==> src/rtl/cnt_pkg.sv <==
package cnt_pkg;
  // Action applied at the next rising edge, highest priority last in the list
  typedef enum logic [1:0] {
    OP_HOLD  = 2'd0,
    OP_COUNT = 2'd1,
    OP_LOAD  = 2'd2,
    OP_CLEAR = 2'd3
  } cnt_op_e;
endpackage

==> src/rtl/cnt_ctrl.sv <==
module cnt_ctrl
  import cnt_pkg::*;
#(
  parameter bit SYNC_CLR = 1'b1
) (
  input  logic    clr_n,
  input  logic    load_n,
  input  logic    cnt_en,
  input  logic    carry_en,
  output cnt_op_e op
);
  // Priority: clear, load, count, hold
  always_comb begin
    op = OP_HOLD;
    if (SYNC_CLR && !clr_n) begin
      op = OP_CLEAR;
    end else if (!load_n) begin
      op = OP_LOAD;
    end else if (cnt_en && carry_en) begin
      op = OP_COUNT;
    end
  end
endmodule

==> src/rtl/cnt_step.sv <==
module cnt_step
  import cnt_pkg::*;
#(
  parameter int W       = 4,
  parameter int MODULUS = 16
) (
  input  logic [W-1:0] q,
  input  logic [W-1:0] din,
  input  cnt_op_e      op,
  output logic [W-1:0] q_nxt
);
  localparam logic [W-1:0] TERM = W'(MODULUS - 1);
  localparam bit FULL_RANGE = (MODULUS == (1 << W));

  logic [W-1:0] q_inc;

  generate
    if (FULL_RANGE) begin : g_bin
      assign q_inc = q + 1'b1;
    end else begin : g_mod
      // Any value at or past the terminal wraps to zero
      assign q_inc = (q >= TERM) ? '0 : q + 1'b1;
    end
  endgenerate

  always_comb begin
    q_nxt = q;
    case (op)
      OP_CLEAR: q_nxt = '0;
      OP_LOAD:  q_nxt = din;
      OP_COUNT: q_nxt = q_inc;
      default:  q_nxt = q;
    endcase
  end
endmodule

==> src/rtl/cnt_carry.sv <==
module cnt_carry #(
  parameter int W       = 4,
  parameter int MODULUS = 16
) (
  input  logic [W-1:0] q,
  input  logic         carry_en,
  output logic         carry_out
);
  localparam logic [W-1:0] TERM = W'(MODULUS - 1);

  logic at_term;

  assign at_term   = (q == TERM);
  assign carry_out = carry_en & at_term;
endmodule

==> src/rtl/casc_counter.sv <==
module casc_counter
  import cnt_pkg::*;
#(
  parameter int W         = 4,
  parameter bit DECADE    = 1'b0,
  parameter bit ASYNC_CLR = 1'b0
) (
  input  logic         clk,
  input  logic         clr_n,
  input  logic         load_n,
  input  logic         cnt_en,
  input  logic         carry_en,
  input  logic [W-1:0] din,
  output logic [W-1:0] q,
  output logic         carry_out
);
  localparam int MODULUS = DECADE ? 10 : (1 << W);

  cnt_op_e      op;
  logic [W-1:0] q_nxt;
  logic [W-1:0] q_r;

  cnt_ctrl #(.SYNC_CLR(!ASYNC_CLR)) u_ctrl (
    .clr_n    (clr_n),
    .load_n   (load_n),
    .cnt_en   (cnt_en),
    .carry_en (carry_en),
    .op       (op)
  );

  cnt_step #(.W(W), .MODULUS(MODULUS)) u_step (
    .q     (q_r),
    .din   (din),
    .op    (op),
    .q_nxt (q_nxt)
  );

  generate
    if (ASYNC_CLR) begin : g_aclr
      always_ff @(posedge clk or negedge clr_n) begin
        if (!clr_n) begin
          q_r <= '0;
        end else if (op != OP_HOLD) begin
          q_r <= q_nxt;
        end
      end
    end else begin : g_sclr
      always_ff @(posedge clk) begin
        if (op != OP_HOLD) begin
          q_r <= q_nxt;
        end
      end
    end
  endgenerate

  cnt_carry #(.W(W), .MODULUS(MODULUS)) u_carry (
    .q         (q_r),
    .carry_en  (carry_en),
    .carry_out (carry_out)
  );

  assign q = q_r;
endmodule

==> config.mk <==
export PLATFORM = sky130hd
export DESIGN_NAME = casc_counter
export DESIGN_NICKNAME = d
export VERILOG_FILES = /design/src/rtl/cnt_pkg.sv /design/src/rtl/cnt_ctrl.sv /design/src/rtl/cnt_step.sv /design/src/rtl/cnt_carry.sv /design/src/rtl/casc_counter.sv
export SDC_FILE = /design/constraint.sdc
export NUM_CORES = 1
export LEC_CHECK = 0
export BUFFER_PORTS_ARGS = -buffer_cell sky130_fd_sc_hd__buf_4
export CAP_MARGIN = 20
export CORE_AREA = 2 2 39 41
export CTS_CLUSTER_DIAMETER = 60
export CTS_CLUSTER_SIZE = 40
export DETAILED_ROUTE_END_ITERATION = 16
export DIE_AREA = 0 0 41 43
export SKIP_CTS_REPAIR_TIMING = 1
export SLEW_MARGIN = 20
export SYNTH_ARGS = -nofsm -noshare
export SYNTH_HDL_FRONTEND = slang
export SYNTH_SLANG_ARGS = --single-unit
export TNS_END_PERCENT = 30
==> constraint.sdc <==
create_clock -name clk -period 1.8 [get_ports clk]
set_input_delay 0.36 -clock clk [delete_from_list [all_inputs] [get_ports clk]]
set_output_delay 0.36 -clock clk [all_outputs]
set_load 0.05 [all_outputs]
==> summary.txt <==
Status
  • Status: completed

Routing
  • Via-per-instance ratio: between 3 and 4
  • Antenna Violating Nets Remaining: 0
  • Starting DRT DRC Count: 6
  • Routed WL: 497 µm
  • DRC: 0
  • DR WL/cell: about 9 µm
  • First-pass DRT Iterations: 3
  • Via count: about 210

STA
  • Final critical-path required period: ~1600 ps
  • Fin Hold WS: roughly 400 ps
  • Setup TNS Final: 0 ps
  • Final hold vios: 0
  • Setup-failing EPs final: 0
  • Period utilization: 89.3%
  • RSZ-0062 raised after global routing: false
  • Slew @ Worst Pin: 203 ps
  • Max Clock Freq: roughly 620 MHz
  • Max-slew headroom: a little under 90%
  • Fin Clk Skew: around 0.51 ps
  • Slew Limit Fails: 0

Logic synthesis
  • Syn avg cell area: about 11 µm²
  • Mapped Nets: 32
  • Ys Warns: 0
  • Register area share after synthesis: between 40 and 50%
  • Netlist cell types: 13
  • Post-synth top area cell: edfxtp_1
  • Cells after Synth: 22
  • Share of the synthesized area in the top cell type: between 40% and 50%
  • Synth area leaders: edfxtp_1 (50%), nand2_1 (7.8%), o21ai_1 (6.2%)
  • Yosys reg bits: 4
  • Post-Syn Area: roughly 240 µm²

Global routing
  • First-pass GRT wire length: a little under 700 µm
  • Overflow after GRT: 0
  • GRT Util Overall: 6.67%
  • Initial antenna violation count: 0
  • Largest net degree at the start of global routing: 5
  • Number of global-route vias before repair: just under 200

Clock tree
  • Clock sinks: 4
  • CTS tree: built
  • Clock-pin slew on the worst setup and hold paths: ~40 ps
  • CTS Buf Count: 3
  • Bufs on Longest Clock Path: 2
  • H-Tree Depth: 1
  • Root buf cell: clkbuf_4
  • Clk Latency, worst-skew pair: ~230 ps

Setup path
  • Critical path class: flip-flop to output port
  • CP Launch Type: flip-flop
  • Crit path DAT: about 1300 ps
  • Nature of the critical path endpoint: output port
  • CP Max Fanout: 4
  • FF-to-FF path depth: 3
  • First element of the critical path: q[0]
  • FF-to-FF End: q[2]
  • R2r setup slk: between 600 and 700 ps
  • Worst setup endpoint: carry_out
  • Crit path required time: between 1000 and 1500 ps
  • R2R Path Start: q[0]

Worst hold path
  • Hold Path Stages: 3
  • Hold Crit Class: input pin to flip-flop

Floorplanning
  • Initial Util: ~17%
  • Num rows: 14
  • Die X: between 40 and 50 µm
  • CORE AREA: about 0.0014 mm²
  • Die area: around 0.0018 mm²
  • IO Pins: 14
  • Height of the die: 43 µm

Placed design
  • Gpl congestion: between 0.6 and 0.7
  • Placed Cells: between 50 and 60
  • Post-DP HPWL: slightly above 400 µm
  • Port Buffers: 13
  • Placed Area: between 300 and 400 µm²

Layout
  • Nets: 50
  • Max FFs per register: 4
  • Design area: about 380 µm²
  • Area Overhead vs Synth: 58.0%
  • Finished Layout Cells: 54
  • Layout cells sized above 1: 52.6%
  • Ant diodes: 0

Power and ir drop
  • Psw: 0.0860 mW
  • Peak supply drop: 213 µV
  • Clock power share: 35.7%
  • Seq pwr share: between 30% and 40%
  • Switching Share: 28.5%
  • Cell Pwr Density: 791 mW/mm²
  • Internal power: 0.216 mW
  • Combinational share of power: 24.5%
  • Leak Pwr: 0.169 nW

Job
  • Max cap viols: 0
-- per-stage QoR --
step	setup slack, ps	power [mW]	util (%)
global route	144	0.317	27.6
finish	192	0.302	27.6
CTS	168	0.311	27.6
detailed placement	424	0.196	25.9
global placement	452	0.197	25.9
floorplan	25.6	0.164	-
-- routing by layer --
layer | GRT usage, % | part of all wire (%)
met1 | 7.87 | 44
met2 | 7.50 | 42
met5 | 0 | 0
met3 | 3.14 | 14
met4 | 8.00 | 0
-- power by group through the flow --
| stage | combinational [mW] | sequential (mW) | clock [mW] |
|---|---|---|---|
| after global placement | 0.0758 | 0.122 | 0 |
| after CTS | 0.0749 | 0.120 | 0.116 |
| after floorplan | 0.0167 | 0.148 | 0 |
| after detailed placement | 0.0746 | 0.122 | 0 |
| final | 0.0741 | 0.120 | 0.108 |
| after global routing | 0.0785 | 0.122 | 0.117 |
-- synthesized netlist by cell type --
library cell  instances
xnor2_1               1
ha_1                  1
xor2_1                1
nand3_1               1
nand3_2               1
nand4_2               1
and4_1                1
o21ai_2               1
o21ai_1               3
inv_1                 1
nand2_1               5
edfxtp_1              4
nor2b_2               1
-- final cells by class --
class                      count  area [µm²]
fill                         151        1000
sequential                     4         120
multi-input combinational     17         118
timing repair buffer          13        97.6
clock buffer                   3        22.5
tap                           16        20.0
inverter                       1        3.75
-- worst min-delay path by stage --
| stage | startpoint | end | slack, ps |
|---|---|---|---|
| final | din[3] | q[3] | 410 |
| after floorplan | din[3] | q[3] | 550 |
| after CTS | din[3] | q[3] | 400 |
| after global routing | din[3] | q[3] | 410 |
| after detailed placement | din[3] | q[3] | 640 |
| after global placement | din[3] | q[3] | 640 |
-- worst max-delay path: stages, from the launching register on --
cell	delay, ps
edfxtp_1	430
ha_1	250
and4_1	150
buf_4	180
-- cell usage in the layout, fill, tap and decap left out --
master,Yosys,final
and4_1,1,1
buf_4,0,13
clkbuf_4,0,3
edfxtp_1,4,4
ha_1,1,1
inv_1,1,1
nand2_1,5,5
nand3_1,1,1
nand3_2,1,1
nand4_2,1,1
nor2b_2,1,1
o21ai_1,3,3
o21ai_2,1,1
xnor2_1,1,1
xor2_1,1,1
-- cells by family after synthesis --
logic type      share of synthesized area, %
flops                                   49.7
compound gates                          9.84
xor+xnor                                7.26
buf+inv                                 1.55
fa+ha+maj                               5.18
simple gates                            26.4
(Power assumes the default switching activity.)
